==> src/rtl/nfc_pkg.sv <==
package nfc_pkg;
  typedef enum logic [2:0] {
    A_CTRL    = 3'd0,
    A_CFG     = 3'd1,
    A_STAT    = 3'd2,
    A_IRQ_RAW = 3'd3,
    A_IRQ_EN  = 3'd4,
    A_IRQ_SET = 3'd5,
    A_IRQ_CLR = 3'd6,
    A_XFER    = 3'd7
  } reg_addr_e;

  localparam int CTRL_START = 0;
  localparam int CTRL_ECCCL = 1;
  localparam int CTRL_SRST  = 2;

  localparam int CFG_W     = 6;
  localparam int CFG_WIDE  = 0;
  localparam int CFG_DIR   = 1;
  localparam int CFG_BURST = 2;
  localparam int CFG_ECC   = 3;
  localparam int CFG_DECC  = 4;
  localparam int CFG_CE    = 5;

  localparam int IRQ_N   = 2;
  localparam int IRQ_RDY = 0;
  localparam int IRQ_TC  = 1;
endpackage

==> src/rtl/nfc_sync.sv <==
module nfc_sync #(
  parameter int STAGES = 2
) (
  input  logic clk_i,
  input  logic rst_ni,
  input  logic d_i,
  output logic q_o
);
  logic [STAGES-1:0] sr_q;

  always_ff @(posedge clk_i or negedge rst_ni) begin
    if (!rst_ni) sr_q <= '0;
    else         sr_q <= {sr_q[STAGES-2:0], d_i};
  end

  assign q_o = sr_q[STAGES-1];
endmodule

==> src/rtl/nfc_byte_fifo.sv <==
module nfc_byte_fifo #(
  parameter int W     = 8,
  parameter int DEPTH = 4,
  localparam int PTR_W = $clog2(DEPTH),
  localparam int OCC_W = $clog2(DEPTH + 1)
) (
  input  logic             clk_i,
  input  logic             rst_ni,
  input  logic             flush_i,
  input  logic             push_i,
  input  logic [W-1:0]     din_i,
  input  logic             pop_i,
  output logic [W-1:0]     dout_o,
  output logic [OCC_W-1:0] occ_o
);
  logic [W-1:0]     mem_q [DEPTH];
  logic [PTR_W-1:0] wp_q, rp_q;
  logic [OCC_W-1:0] occ_q;

  always_ff @(posedge clk_i) begin
    if (push_i) mem_q[wp_q] <= din_i;
  end

  always_ff @(posedge clk_i or negedge rst_ni) begin
    if (!rst_ni) begin
      wp_q <= '0; rp_q <= '0; occ_q <= '0;
    end else if (flush_i) begin
      wp_q <= '0; rp_q <= '0; occ_q <= '0;
    end else begin
      if (push_i) wp_q <= wp_q + 1'b1;
      if (pop_i)  rp_q <= rp_q + 1'b1;
      occ_q <= occ_q + OCC_W'(push_i) - OCC_W'(pop_i);
    end
  end

  assign dout_o = mem_q[rp_q];
  assign occ_o  = occ_q;

  // flow control must never overrun or underrun the FIFO
  p_no_overflow_r3: assert property (@(posedge clk_i) disable iff (!rst_ni)
    push_i |-> (occ_q != OCC_W'(DEPTH)));
  p_no_underflow_r3: assert property (@(posedge clk_i) disable iff (!rst_ni)
    pop_i |-> (occ_q != '0));
endmodule

==> src/rtl/nfc_irq_ctrl.sv <==
module nfc_irq_ctrl #(
  parameter int N = 2
) (
  input  logic         clk_i,
  input  logic         rst_ni,
  input  logic         flush_i,
  input  logic [N-1:0] hw_set_i,
  input  logic [N-1:0] sw_set_i,
  input  logic [N-1:0] sw_clr_i,
  input  logic [N-1:0] en_i,
  output logic [N-1:0] pend_o,
  output logic         irq_o
);
  logic [N-1:0] pend_q;

  for (genvar i = 0; i < N; i++) begin : g_bit
    // hardware event wins over a same-cycle software clear
    always_ff @(posedge clk_i or negedge rst_ni) begin
      if (!rst_ni)       pend_q[i] <= 1'b0;
      else if (flush_i)  pend_q[i] <= 1'b0;
      else               pend_q[i] <= hw_set_i[i] | sw_set_i[i] | (pend_q[i] & ~sw_clr_i[i]);
    end

    p_event_pends_r9: assert property (@(posedge clk_i) disable iff (!rst_ni)
      (hw_set_i[i] && !flush_i) |=> pend_q[i]);
    p_event_irq_r10: assert property (@(posedge clk_i) disable iff (!rst_ni)
      (hw_set_i[i] && !flush_i && en_i[i]) |=> (irq_o || !en_i[i]));
  end

  assign pend_o = pend_q;
  assign irq_o  = |(pend_q & en_i);
endmodule

==> src/rtl/nfc_xfer_ctrl.sv <==
module nfc_xfer_ctrl
  import nfc_pkg::*;
#(
  parameter int DATA_W      = 8,
  parameter int FIFO_DEPTH  = 4,
  parameter int CNT_W       = 13,
  parameter int BURST_LEN   = 4,
  parameter int SYNC_STAGES = 2
) (
  input  logic              clk_i,
  input  logic              rst_ni,
  input  logic [2:0]        reg_addr_i,
  input  logic              reg_we_i,
  input  logic [31:0]       reg_wdata_i,
  output logic [31:0]       reg_rdata_o,
  input  logic              nand_rdy_i,
  input  logic              pin_fifo_busy_i,
  output logic              dma_req_o,
  input  logic              dma_wr_valid_i,
  input  logic [DATA_W-1:0] dma_wr_data_i,
  output logic              dma_wr_ready_o,
  output logic              dma_rd_valid_o,
  output logic [DATA_W-1:0] dma_rd_data_o,
  input  logic              dma_rd_ready_i,
  output logic              dev_tx_valid_o,
  output logic [DATA_W-1:0] dev_tx_data_o,
  input  logic              dev_tx_ready_i,
  input  logic              dev_rx_valid_i,
  input  logic [DATA_W-1:0] dev_rx_data_i,
  output logic              dev_rx_ready_o,
  output logic              ce_low_o,
  output logic              wide_bus_o,
  output logic              ecc_en_o,
  output logic              dma_ecc_o,
  output logic              ecc_clr_o,
  output logic              irq_o
);
  localparam int OCC_W = $clog2(FIFO_DEPTH + 1);

  logic             start_q, ecc_clr_q, rdy_prev_q;
  logic [CFG_W-1:0] cfg_q;
  logic [IRQ_N-1:0] ien_q, pend, hw_set, sw_set, sw_clr;
  logic [CNT_W-1:0] tc_q, occ_ext, free_ext, room_cnt, thr_w, thr_r;
  logic [OCC_W-1:0] occ;
  logic [DATA_W-1:0] src_data, fifo_dout;
  logic wr_ctrl, soft_rst, done, dir_rd, rdy_s, rdy_rise;
  logic src_valid, snk_ready, can_push, has_data, push, pop;
  logic req_single, req_burst;
  logic unused_wdata;

  assign unused_wdata = ^reg_wdata_i[31:CNT_W];

  assign wr_ctrl  = reg_we_i && (reg_addr_i == A_CTRL);
  assign soft_rst = wr_ctrl && reg_wdata_i[CTRL_SRST];
  assign done     = start_q && (tc_q == '0);
  assign dir_rd   = cfg_q[CFG_DIR];

  // data path
  assign occ_ext   = CNT_W'(occ);
  assign free_ext  = CNT_W'(FIFO_DEPTH) - occ_ext;
  assign room_cnt  = tc_q - occ_ext;
  assign src_valid = dir_rd ? dev_rx_valid_i : dma_wr_valid_i;
  assign src_data  = dir_rd ? dev_rx_data_i  : dma_wr_data_i;
  assign snk_ready = dir_rd ? dma_rd_ready_i : dev_tx_ready_i;
  assign can_push  = start_q && (occ != OCC_W'(FIFO_DEPTH)) && (room_cnt != '0);
  assign has_data  = start_q && (occ != '0);
  assign push      = can_push && src_valid;
  assign pop       = has_data && snk_ready;

  assign dma_wr_ready_o = can_push && !dir_rd;
  assign dev_rx_ready_o = can_push && dir_rd;
  assign dev_tx_valid_o = has_data && !dir_rd;
  assign dma_rd_valid_o = has_data && dir_rd;
  assign dev_tx_data_o  = fifo_dout;
  assign dma_rd_data_o  = fifo_dout;

  nfc_byte_fifo #(.W(DATA_W), .DEPTH(FIFO_DEPTH)) u_fifo (
    .clk_i, .rst_ni, .flush_i(soft_rst), .push_i(push), .din_i(src_data),
    .pop_i(pop), .dout_o(fifo_dout), .occ_o(occ)
  );

  // request policy
  assign thr_w      = (room_cnt < CNT_W'(BURST_LEN)) ? room_cnt : CNT_W'(BURST_LEN);
  assign thr_r      = (tc_q < CNT_W'(BURST_LEN)) ? tc_q : CNT_W'(BURST_LEN);
  assign req_single = dir_rd ? has_data : can_push;
  assign req_burst  = dir_rd ? (has_data && occ_ext >= thr_r) : (can_push && free_ext >= thr_w);
  assign dma_req_o  = cfg_q[CFG_BURST] ? req_burst : req_single;

  // control state
  always_ff @(posedge clk_i or negedge rst_ni) begin
    if (!rst_ni) begin
      start_q <= 1'b0; cfg_q <= '0; ien_q <= '0; tc_q <= '0; ecc_clr_q <= 1'b0;
    end else begin
      ecc_clr_q <= wr_ctrl && reg_wdata_i[CTRL_ECCCL];
      if (soft_rst) begin
        start_q <= 1'b0; cfg_q <= '0; ien_q <= '0; tc_q <= '0;
      end else begin
        if (done)                                    start_q <= 1'b0;
        else if (wr_ctrl && reg_wdata_i[CTRL_START]) start_q <= 1'b1;
        if (reg_we_i && reg_addr_i == A_CFG)    cfg_q <= reg_wdata_i[CFG_W-1:0];
        if (reg_we_i && reg_addr_i == A_IRQ_EN) ien_q <= reg_wdata_i[IRQ_N-1:0];
        if (reg_we_i && reg_addr_i == A_XFER && !start_q) tc_q <= reg_wdata_i[CNT_W-1:0];
        else if (pop)                                      tc_q <= tc_q - 1'b1;
      end
    end
  end

  // ready pin and interrupts
  nfc_sync #(.STAGES(SYNC_STAGES)) u_rdy_sync (.clk_i, .rst_ni, .d_i(nand_rdy_i), .q_o(rdy_s));

  always_ff @(posedge clk_i or negedge rst_ni) begin
    if (!rst_ni) rdy_prev_q <= 1'b0;
    else         rdy_prev_q <= rdy_s;
  end

  assign rdy_rise        = rdy_s && !rdy_prev_q;
  assign hw_set[IRQ_RDY] = rdy_rise;
  assign hw_set[IRQ_TC]  = done;
  assign sw_set = (reg_we_i && reg_addr_i == A_IRQ_SET) ? reg_wdata_i[IRQ_N-1:0] : '0;
  assign sw_clr = (reg_we_i && reg_addr_i == A_IRQ_CLR) ? reg_wdata_i[IRQ_N-1:0] : '0;

  nfc_irq_ctrl #(.N(IRQ_N)) u_irq (
    .clk_i, .rst_ni, .flush_i(soft_rst), .hw_set_i(hw_set), .sw_set_i(sw_set),
    .sw_clr_i(sw_clr), .en_i(ien_q), .pend_o(pend), .irq_o
  );

  // register read
  always_comb begin
    reg_rdata_o = '0;
    case (reg_addr_i)
      A_CTRL:    reg_rdata_o[CTRL_START] = start_q;
      A_CFG:     reg_rdata_o[CFG_W-1:0]  = cfg_q;
      A_STAT:    reg_rdata_o[2:0]        = {occ != '0, pin_fifo_busy_i, rdy_s};
      A_IRQ_RAW: reg_rdata_o[IRQ_N-1:0]  = pend;
      A_IRQ_EN:  reg_rdata_o[IRQ_N-1:0]  = ien_q;
      A_XFER:    reg_rdata_o[CNT_W-1:0]  = tc_q;
      default:   reg_rdata_o = '0;
    endcase
  end

  assign ce_low_o   = cfg_q[CFG_CE];
  assign wide_bus_o = cfg_q[CFG_WIDE];
  assign ecc_en_o   = cfg_q[CFG_ECC];
  assign dma_ecc_o  = cfg_q[CFG_DECC];
  assign ecc_clr_o  = ecc_clr_q;

  p_req_idle_r6: assert property (@(posedge clk_i) disable iff (!rst_ni)
    !start_q |-> !dma_req_o);
  p_done_r5: assert property (@(posedge clk_i) disable iff (!rst_ni)
    (done && !soft_rst) |=> (!start_q && pend[IRQ_TC]));
  p_count_step_r3: assert property (@(posedge clk_i) disable iff (!rst_ni)
    (pop && !soft_rst) |=> (tc_q == $past(tc_q) - 1'b1));
  p_occ_bound_r3: assert property (@(posedge clk_i) disable iff (!rst_ni)
    occ_ext <= tc_q);
  p_count_hold_r2: assert property (@(posedge clk_i) disable iff (!rst_ni)
    (start_q && reg_we_i && reg_addr_i == A_XFER && !pop && !soft_rst) |=> $stable(tc_q));
  p_soft_reset_r11: assert property (@(posedge clk_i) disable iff (!rst_ni)
    soft_rst |=> (!start_q && cfg_q == '0 && tc_q == '0 && occ == '0 && pend == '0));
endmodule

==> config.mk <==
export PLATFORM = sky130hd
export DESIGN_NAME = nfc_xfer_ctrl
export DESIGN_NICKNAME = d
export VERILOG_FILES = /design/src/rtl/nfc_pkg.sv /design/src/rtl/nfc_sync.sv /design/src/rtl/nfc_byte_fifo.sv /design/src/rtl/nfc_irq_ctrl.sv /design/src/rtl/nfc_xfer_ctrl.sv
export SDC_FILE = /design/constraint.sdc
export NUM_CORES = 1
export LEC_CHECK = 0
export BUFFER_PORTS_ARGS = -buffer_cell sky130_fd_sc_hd__buf_2
export CAP_MARGIN = 30
export CELL_PAD_IN_SITES_DETAIL_PLACEMENT = 1
export CELL_PAD_IN_SITES_GLOBAL_PLACEMENT = 1
export CORE_MARGIN = 1
export CORE_UTILIZATION = 37
export CTS_CLUSTER_SIZE = 12
export DETAILED_ROUTE_END_ITERATION = 10
export GPL_TIMING_DRIVEN = 1
export PLACE_DENSITY = 0.78
export SETUP_SLACK_MARGIN = 0.1
export SYNTH_ARGS = -nofsm -noshare
export SYNTH_HDL_FRONTEND = slang
export SYNTH_SLANG_ARGS = --single-unit
==> constraint.sdc <==
create_clock -name clk_i -period 3.5 [get_ports clk_i]
set_input_delay 0.35 -clock clk_i [delete_from_list [all_inputs] [get_ports clk_i]]
set_output_delay 0.35 -clock clk_i [all_outputs]
set_load 0.03 [all_outputs]
==> Yosys cells after proc, flatten, opt, wreduce, memory -nomap -nowiden <==
Memories as Yosys holds them, arrays and structs flattened.
Cells that the tools add are included.
{ "word_totals": {"output_inout_bits": 59, "ramBits": 32, "ff_bits": 35, "mem_count": 1, "input_bits": 60} }
{ "op_classes": {"n_reduce_logical": 37, "add_sub_neg": 7, "mux": 34, "eq_ne": 8, "bitwise_logic": 9, "magnitude_cmp": 4} }
{ "memory_table": {"columns": ["memory", "depth", "word_bits", "read_ports", "rd_ports_with_merged_regs", "wr", "line", "rtl"], "rows": [
  ["u_fifo.mem_q", 4, 8, 1, 0, 1, "nfc_byte_fifo.sv:16", "logic [W-1:0] mem_q [DEPTH];"]
]} }
{ "op_table": {"columns": ["operator", "count"], "rows": [
  ["two-way mux 13 bit", 5],
  ["< comparator 13 x 3 -> 1 bit, second input constant", 2],
  ["logical AND 1 bit", 23],
  ["two-way mux 2 bit", 8],
  [">= comparator 13 bit", 1],
  [">= comparator 3 x 13 -> 1 bit", 1],
  ["zero test 13 bit", 1],
  ["nonzero test 13 bit", 1],
  ["subtractor 13 x 1 -> 13 bit, second input constant", 1],
  ["subtractor 13 x 3 -> 13 bit", 1],
  ["equality test 3 bit, second input constant", 4],
  ["two-way mux 1 bit", 12],
  ["two-way mux 6 bit", 2],
  ["nonzero test 3 bit", 3],
  ["two-way mux 8 bit", 1],
  ["nonzero test 2 bit", 4],
  ["two-way mux 7 bit", 1],
  ["equality test 3 x 2 -> 1 bit, second input constant", 2],
  ["one-hot mux 1 bit (6 select lines)", 1],
  ["one-hot mux 3 bit (2 select lines)", 1],
  ["one-hot mux 1 bit (5 select lines)", 1],
  ["adder 2 x 1 -> 2 bit, second input constant", 2],
  ["OR 1 bit", 4],
  ["subtractor 3 x 3 -> 4 bit, first input constant", 1],
  ["12 further kinds", 16]
]} }

==> Longest topological paths before layout <==
Gate-level depths: netlist of run 1.
{ "logic_depth": {"ltp_word": 7, "mapped_depth": 16, "depth_no_buf": 16} }

==> By module <==
A second synthesis of run 1 with hierarchy kept.
{ "hier_totals": {"hier_cells": 399, "hier_area_um2": 4356.7} }
{ "modules_own_cells": {"columns": ["mod", "instances", "cells_per_inst", "area_each_um2", "seq_area_each_um2"], "rows": [
  ["nfc_xfer_ctrl", 1, 310, 2645.0, 600.6],
  ["nfc_byte_fifo", 1, 78, 1572.8, 1136.1],
  ["nfc_irq_ctrl", 1, 9, 88.8, 50.0],
  ["nfc_sync", 1, 2, 50.0, 50.0]
]} }

==> Worst setup path before layout of run 1 <==
No wires, ideal clock.
{ "synth_path": {"path_kind": "register to output", "startpoint": "reg tc_q[3]", "endpoint": "out dma_req_o", "setup_slack_ps": 9, "t_required_ps": 3150, "stages_incl_launch_ff": 14, "arrival_ps": 3141, "path_cell_list": "dfrtp_1 buf_6 or4_4 o41a_1 nor2_1 o21ai_0 nor3_1 ha_1 a21o_1 a21o_1 a21oi_1 nor3_1 nor4_1 a2bb2oi_2"} }
{ "synth_via": {"elab_chain_cells": 7, "elab_cells_between_ends": 14, "classes_between": "add/sub: 1; order compare: 4; mux: 5; reduce/logical: 4"} }
{ "synth_lines": {"columns": ["item", "line", "rtl"], "rows": [
  ["start, declared", "nfc_xfer_ctrl.sv:43", "logic [CNT_W-1:0] tc_q, occ_ext, free_ext, room_cnt, thr_w, thr_r;"],
  ["start signal, assigned", "nfc_xfer_ctrl.sv:102", "if (reg_we_i && reg_addr_i == A_XFER && !start_q) tc_q <= reg_wdata_i[CNT_W-1:0];"],
  ["start signal, assigned", "nfc_xfer_ctrl.sv:103", "else if (pop) tc_q <= tc_q - 1'b1;"],
  ["subtractor 13 x 3 -> 13 bit", "nfc_xfer_ctrl.sv:61", "assign room_cnt = tc_q - occ_ext;"],
  ["< comparator 13 x 3 -> 1 bit", "nfc_xfer_ctrl.sv:83", "assign thr_w = (room_cnt < CNT_W'(BURST_LEN)) ? room_cnt : CNT_W'(BURST_LEN);"],
  ["two-way mux 13 bit", "nfc_xfer_ctrl.sv:83", null],
  [">= comparator 13 bit", "nfc_xfer_ctrl.sv:86", "assign req_burst = dir_rd ? (has_data && occ_ext >= thr_r) : (can_push && free_ext >= thr_w);"],
  ["logical AND 1 bit", "nfc_xfer_ctrl.sv:86", null],
  ["two-way mux 1 bit", "nfc_xfer_ctrl.sv:86", null],
  ["two-way mux 1 bit (*)", "nfc_xfer_ctrl.sv:87", "assign dma_req_o = cfg_q[CFG_BURST] ? req_burst : req_single;"],
  ["end, declared", "nfc_xfer_ctrl.sv:18", "output logic dma_req_o,"]
]} }
Mark *: on every way between the ends. The rest lies on a longest branch, timed or not.

==> Worst setup path after layout of run 1 <==
{ "layout_path": {"startpoint": "reg tc_q[6]", "endpoint": "out dma_req_o"} }
The elaborated chain is that of the path after synthesis.

==> results by group, run 1 <==
Critical path
  • R2R Setup Slk: roughly 0.25 ns
  • Crit end category: primary output
  • CP max-delay cell: or4_4
  • CP top delay family: simple AND/OR/NAND/NOR gates
  • CP cell instances: or4_4 -> nor4_4 -> nor3b_4 -> and2_4 -> ha_4 -> nand2b_4 -> a21oi_2 -> nor2b_1 -> o31a_1 -> nor4_2 -> a2bb2oi_2 -> buf_6
  • Worst-path maximum fanout: 4
  • Critical Path Start Type: flop
  • Worst Path Class, Setup: flop to primary output
  • WP data required: approximately 3.2 ns
  • Bufs and invs on worst path: 1
  • Critical Path Max Stage Delay: a little under 0.6 ns
  • CP arrival: 3.40 ns

Finish
  • Fill cell count: between 1000 and 1500
  • Area growth syn-to-layout: 26.4%
  • # diodes: 0
  • Nets: 594
  • Fin cells: ~650
  • Fraction of layout cells with a size suffix above 1: 35.6%

Yosys
  • Post-synthesis simple-gate area fraction: about 16%
  • Most area-consuming cells after synthesis: edfxtp_1 (23%), dfrtp_1 (21%), ha_1 (8.5%), buf_4 (4.9%), mux4_2 (4.8%)
  • Yosys cell types: 57
  • Adder-Cell Fraction of Synth Area: 9.45%
  • Yosys top cell by area: edfxtp_1
  • Synth Area in Compound Gates: roughly a tenth
  • XOR/XNOR Fraction of Synth Area: 3.29%
  • Mapped Avg Cell Area: between 10 and 15 um^2
  • Post-Syn Instances: between 300 and 400
  • Post-synthesis async set-or-reset flop share: 52.2%
  • Count leader, synth: nor2_1
  • Synth Flop Type: dfrtp_1
  • Main combinational cell family by area after synthesis: simple AND/OR/NAND/NOR gates
  • Ys Warns: 0
  • Sequential cell area fraction in the yosys report: 43.1%
  • Number of synthesized flops with an enable pin: 32
  • Commonest cells post-synth: nor2_1 (44), dfrtp_1 (35), edfxtp_1 (32), ha_1 (29), buf_4 (28)
  • Cell Area, Synth: between 0.004 and 0.005 mm^2
  • Yosys top cell area share: ~23%
  • Flip-flop and latch count after synthesis: 67
  • Post-synthesis mux area share: a little under a tenth

Timing
  • Min cycle time layout: ~3.7 ns
  • RSZ-0062 raised after global routing: yes
  • Min Hold Slack: between 0.1 and 0.15 ns
  • Fmax: between 200 and 300 MHz
  • Final setup skew: 0.00461 ns
  • Final hold vios: 0
  • Worst-Margin Slew: between 0.8 and 0.9 ns
  • Fin. max-slew vios: 0
  • Final Worst Setup Slack: -0.247 ns
  • TNS Setup: -0.247 ns
  • Slew margin rel.: 41.7%
  • Period utilisation layout: 107%
  • Setup Viol. Count Final: 1

Die
  • Die ar.: between 0.01 and 0.015 mm^2
  • Die Ht: 109 um
  • FP Rows: 38
  • I/O pins: 119
  • Core Region: roughly 0.011 mm^2
  • Initial Utilization: between 30% and 40%
  • Die width: about 110 um

Routing
  • Routed len/inst: 17.4 um
  • Drt total wl: 11300 um
  • DRC Markers: 0
  • First-pass DRT Iterations: 4
  • Vias after detailed routing: ~3400
  • Vias/cell: around 5.2
  • Antenna Nets Post-Route: 0
  • Initial drt markers: approximately 130

Power
  • Pleak: 2.36 nW
  • Pwr Density: roughly 820 mW/mm^2
  • Tot Pwr: between 4 and 5 mW
  • Peak supply drop: between 0.0003 and 0.0004 V

Clocking
  • CTS H-Tree Depth: 3
  • Clock transition at the registers of the reported paths: about 0.06 ns
  • CTS tree: yes
  • Sink Count: 67
  • Maximum buffer depth of the clock tree: 2
  • Cts bufs inserted: 9
  • Worst-Skew Late Latency: approximately 0.33 ns
  • Root Buffer: clkbuf_16

Global routing
  • First-pass GRT wire length: approximately 18000 um
  • Total gr overflow: 0
  • Largest net degree at the start of global routing: 36
  • Total track usage: between 10% and 20%
  • Initial antenna violation count: 0
  • Number of global-route vias before repair: roughly 3600

Job
  • Max_cap viols: 0

Outcome
  • Status: complete, but fails checks
  • Violated checks: negative setup slack

Place
  • Placed insts: slightly above 600
  • Final HPWL DP: a little over 8000 um
  • Number of port buffers: 80
  • RD Place Congestion: 0.761

Worst hold path
  • Worst hold path type: input pin to async pin
==> path summary, 6_finish.rpt <==
| path | cells after the start | start | to |
|---|---|---|---|
| setup reg to reg | 11 | tc_q[6] | u_fifo.occ_o[2] |
| min in group clk_i | 1 | nand_rdy_i | u_rdy_sync.sr_q[0] |
| setup / recovery | 12 | tc_q[6] | dma_req_o |
| hold reg to reg | 0 | u_rdy_sync.sr_q[0] | u_rdy_sync.sr_q[1] |
| hold / removal | 1 | rst_ni | u_rdy_sync.sr_q[0] |
| max in group asynchronous | 1 | rst_ni | u_fifo.occ_o[0] |
==> flip-flops by register name (all words and copies together) (netlist names) <==
signal,cells
u_fifo.mem_q,32
tc_q,13
cfg_q,6
u_fifo.occ_o,3
ien_q,2
u_fifo.rp_q,2
u_fifo.wp_q,2
u_irq.pend_o,2
u_rdy_sync.sr_q,2
ecc_clr_o,1
rdy_prev_q,1
start_q,1
==> power breakdown <==
part	leakage, nW	internal (mW)	total [mW]	switching, mW
sequential	0.713	1.01	1.21	0.205
combinational	1.51	1.02	2.33	1.31
clock	0.139	0.551	0.890	0.339
total	2.36	2.58	4.43	1.85
==> cells by family (layout without fill, tap and decap cells) <==
family,after synthesis,after routing
adders and majority gates,31,31
other,2,29
xor gates and xnor gates,16,16
DFF,67,67
and+or+nand+nor,131,131
muxes,27,27
buffers and inverters,58,146
AOI/OAI and AO/OA,61,61
==> layout make-up <==
cell class | instances | area [um^2] | area share (%)
Inverter | 15 | 56.3 | 1.04
Clock buffer | 10 | 229 | 4.25
Multi-Input combinational cell | 295 | 2360 | 43.7
Sequential cell | 67 | 1840 | 34.1
Timing Repair Buffer | 115 | 674 | 12.5
Clock inverter | 6 | 63.8 | 1.18
Tap cell | 140 | 175 | 3.25
==> metrics by stage <==
step,worst slack (ns),util [%],area (um^2)
floorplan,0.103,-,4370
global placement,-0.0442,44.1,4860
detailed placement,-0.231,44.1,4870
CTS,-0.414,47.8,5270
global route,-0.425,48.9,5390
finish,-0.247,48.9,5390
==> cell usage in the layout, fill, tap and decap left out, drive strengths merged, types with 4 or more instances in the layout <==
cell    instances
a21oi          16
nor2b           9
xor2            8
buf           115
a22o            4
mux4            9
nand2          16
clkbuf         10
and2           14
mux2            9
nand3           6
nand4           5
and3            8
inv            16
dfrtp          35
ha             29
a211oi          9
conb           29
o21ai          10
xnor2           8
a21o            4
nor2           44
nor3            9
mux2i           9
edfxtp         32
==> timing repair <==
| item | in CTS | in global routing |
|---|---|---|
| resized for setup | 20 | 17 |
| pin swaps | 15 | 16 |
| setup endpoints to repair | 1 | 1 |
| hold endpoints to repair | 0 | 0 |
| setup buffers | 5 | 4 |
| hold buffers | 0 | 0 |
==> metal layers <==
metal,wire [um],GRT usage [%],vias up
met5,0,0,-
met4,204,5.90,0
met3,502,3.97,19
met2,6090,37.2,100
met1,4510,21.8,1681
li1,-,-,1599
No activity file was read; power rests on OpenSTA's default activity.
==> run 2, diff against run 1 <==
Settings changed: SLEW_MARGIN set to 20, SYNTH_HIERARCHICAL set to 1.
Clock period 3.5 ns to 3.35 ns, I/O delays scaled along.
==> run 2 against run 1 <==
  * The run still ends with negative setup slack left
  * Non-clock buffer count did not move
  * Combinational power decreased by 3%
  * Cell count rose by 1.2%
  * Total power down 0.24%
  * Clock skew up 0.0052 ns
  * Sequential cell count is the same
  * Largest cell class unchanged
==> results by group, run 2 <==
Outcome
  • Status: complete, but fails checks
  • Violated checks: negative setup slack

Finish
  • Largest regs: u_fifo/mem_q: 32 flops, tc_q: 13 flops, cfg_q: 6 flops
  • Fraction of layout cells with a size suffix above 1: 33.3% (-2.3 points)
  • Area growth syn-to-layout: 23.3%
  • Most common cell after layout, fill and taps aside: buf_2
  • Max reg flops: 32 (unchanged)
  • Biggest register: u_fifo/mem_q
  • Area of the multi-input gates: 0.00234 mm^2 (-0.80%)
  • # diodes: 0 (unchanged)
  • Fill cell count: 1272 (+0.95%)
  • Nets: 598 (+0.67%)
  • Most frequent cells in the layout: buf_2 (79), nor2_1 (38), buf_4 (36)
  • Sequential cell area: 0.00184 mm^2 (unchanged)

Timing
  • Worst-Margin Slew: 0.820 ns (-0.0416 ns)
  • Final Worst Setup Slack: -0.454 ns (-0.207 ns)
  • TNS Setup: -0.454 ns (-0.207 ns)
  • RSZ-0062 raised after global routing: yes
  • Slew margin rel.: 45.3% (+3.6 points)
  • Min cycle time layout: about 3.8 ns
  • Fmax: about 260 MHz
  • Period utilisation layout: 114%
  • Fin. max-slew vios: 0 (unchanged)
  • Setup Viol. Count Final: 1 (unchanged)
  • Final setup skew: 0.00978 ns (+0.00517 ns)
  • Final hold vios: 0 (unchanged)

Routing
  • Antenna Nets Post-Route: 0 (unchanged)
  • DRC Markers: 0 (unchanged)
  • First-pass DRT Iterations: 4 (unchanged)
  • Initial drt markers: 125 (-1.6%)
  • Drt total wl: 11200 um (-1.1%)
  • Vias/cell: 5.17 (-1.4%)
  • Routed len/inst: 17.0 um (-2.3%)
  • Vias after detailed routing: 3393 (-0.18%)

Global routing
  • First-pass GRT wire length: 18500 um (+4.9%)
  • Total track usage: 19.0% (-0.59 points)
  • Initial antenna violation count: 0 (unchanged)
  • Number of global-route vias before repair: 3736 (+5.0%)
  • Largest net degree at the start of global routing: 36 (unchanged)
  • Total gr overflow: 0 (unchanged)

Clocking
  • CTS tree: yes
  • Worst-Skew Late Latency: 0.32 ns (about the same)
  • Clock transition at the registers of the reported paths: 0.06 ns (about the same)
  • Maximum buffer depth of the clock tree: 2 (unchanged)
  • Root Buffer: clkbuf_16
  • Postcts setup bufs: 0 (-5)
  • Cts bufs inserted: 9 (unchanged)
  • Sink Count: 67 (unchanged)
  • CTS H-Tree Depth: 3 (unchanged)

Critical path
  • CP arrival: 3.47 ns (+0.07 ns)
  • Critical Path Start Type: flop
  • Worst-path maximum fanout: 3 (-1)
  • Worst Path Class, Setup: flop to primary output
  • CP cell instances: ha_4 -> fa_2 -> nand2b_4 -> nand4_1 -> xor2_1 -> nand3b_1 -> nor3_2 -> nand2b_1 -> ha_1 -> nand4_1 -> a211oi_2 -> a21oi_2 -> o41ai_4 -> buf_4
  • Critical Path Max Stage Delay: 0.42 ns (-0.16 ns)
  • Bufs and invs on worst path: 1 (unchanged)
  • WP data required: 3.01 ns (-0.14 ns)
  • CP max-delay cell: dfrtp_1
  • CP top delay family: simple AND/OR/NAND/NOR gates
  • Crit end category: primary output
  • Crit path top cell by count: nand4_1

Place
  • Number of port buffers: 80 (unchanged)
  • DP Worst Slack: -0.219 ns (+0.0119 ns)
  • RD Place Congestion: 0.837 (+10%)
  • Final HPWL DP: 8580 um (+5.7%)

Yosys
  • Flip-flop and latch count after synthesis: 67 (unchanged)
  • Cell Area, Synth: 0.00436 mm^2 (+2.1%)
  • Ys Warns: 6 (+6)
  • Synth Flop Type: dfrtp_1
  • Yosys top cell area share: 22.1% (-0.47 points)
  • Commonest cells post-synth: nor2_1 (38), dfrtp_1 (35), edfxtp_1 (32), buf_4 (29), ha_1 (28)
  • Yosys top cell by area: edfxtp_1
  • Post-synthesis async set-or-reset flop share: 52.2% (unchanged)
  • Mapped Avg Cell Area: 10.9 um^2 (+0.61%)
  • Yosys cell types: 57 (unchanged)
  • Post-Syn Instances: 399 (+1.5%)
  • Sequential cell area fraction in the yosys report: 42.2% (-0.90 points)
  • Count leader, synth: nor2_1
  • Number of synthesized flops with an enable pin: 32 (unchanged)
  • Most area-consuming cells after synthesis: edfxtp_1 (22%), dfrtp_1 (20%), ha_1 (8.0%), buf_4 (5.0%), mux4_2 (4.1%)

Job
  • Max_cap viols: 0 (unchanged)

Die
  • Die width: 111 um (+1.0%)
  • FP Rows: 39 (+2.6%)
  • Core Region: 0.0115 mm^2 (+4.0%)
  • Die Ht: 111 um (+1.0%)
  • Die ar.: 0.0122 mm^2 (+2.1%)
  • Initial Utilization: 38.0% (-0.68 points)
  • I/O pins: 119 (unchanged)

Worst hold path
  • Worst hold path type: input pin to async pin

Power
  • Pleak: 2.40 nW (+1.6%)
  • Tot Pwr: 4.42 mW (-0.24%)
  • Peak supply drop: 0.000369 V (-2.1%)
  • Pwr Density: 822 mW/mm^2 (+0.11%)
-- run 2: cell count changes after synthesis, sizes merged, moves of 4 or more --
cell	before	now
a211oi	9	13
and2	14	20
nand3b	3	7
a21boi	0	4
a21oi	16	11
and3	8	2
nor2	44	38
o21ai	10	6
-- run 2: per-stage QoR --
stage	instance area (um^2)	util, %	hold WS (ns)	std cells
finish	5370	46.9	0.104	656
global route	5370	46.9	0.104	656
CTS	5360	46.7	0.110	656
detailed placement	5060	44.1	0.340	640
global placement	5060	44.1	0.334	640
floorplan	4510	-	0.0394	426
-- run 2: worst register-to-register path, delay by kind of cell (launching register included) --
kind | cells | cell delay (ns)
buf+inv | 3 | 0.31
flops | 1 | 0.38
simple gates | 6 | 0.83
fa+ha+maj | 3 | 0.84
compound gates | 1 | 0.33
xor+xnor | 1 | 0.20
-- run 2: layout make-up --
class / count / area share (%)
Multi-Input combinational cell: 299 / 43.5
Sequential cell: 67 / 34.2
Timing Repair Buffer: 115 / 12.4
Clock buffer: 10 / 4.26
Tap cell: 143 / 3.33
Clock inverter: 6 / 1.21
Inverter: 16 / 1.12
-- run 2: cells by family (layout without fill, tap and decap cells) --
| kind of cell | Yosys count | in the layout | share of synthesized area, % |
|---|---|---|---|
| buf+inv | 60 | 147 | 8.07 |
| mux | 26 | 26 | 8.90 |
| flops | 67 | 67 | 42.2 |
| xor+xnor | 17 | 17 | 3.73 |
| fa+ha+maj | 31 | 31 | 9.19 |
| other cells | 2 | 29 | 0.172 |
| simple gates | 140 | 140 | 18.6 |
| compound gates | 56 | 56 | 9.13 |
-- run 2: where the power goes --
group / switching [mW] / internal (mW)
clock network: 0.347 / 0.577
logic: 1.25 / 1.00
registers: 0.202 / 1.04
-- run 2: what timing repair did --
| action | in CTS | in global routing |
|---|---|---|
| gates cloned | 0 | 0 |
| pin swaps | 6 | 0 |
| resized for setup | 1 | 4 |
| endpoints found under the setup margin | 1 | 36 |
| hold buffers | 0 | 0 |
-- run 2: path summary, 6_finish.rpt --
| check | to | depth (start not counted) | from | slack (ns) |
|---|---|---|---|---|
| max in group asynchronous | ecc_clr_o | 1 | rst_ni | 2.71 |
| max | dma_req_o | 14 | u_fifo/occ_o[0] | -0.45 |
| min in group clk_i | u_rdy_sync/sr_q[0] | 1 | nand_rdy_i | 0.12 |
| min reg2reg | u_rdy_sync/sr_q[1] | 0 | u_rdy_sync/sr_q[0] | 0.35 |
| max reg2reg | u_fifo/occ_o[2] | 14 | u_fifo/occ_o[2] | 0.33 |
| min | cfg_q[5] | 1 | rst_ni | 0.10 |
-- run 2: per-layer routing --
| metal | global-route usage, % | wire, um | vias to the layer above |
|---|---|---|---|
| met1 | 21.1 | 4430 | 1698 |
| met5 | 0 | 0 | - |
| met2 | 36.5 | 6220 | 94 |
| met4 | 5.33 | 112 | 0 |
| li1 | - | - | 1590 |
| met3 | 3.40 | 419 | 11 |
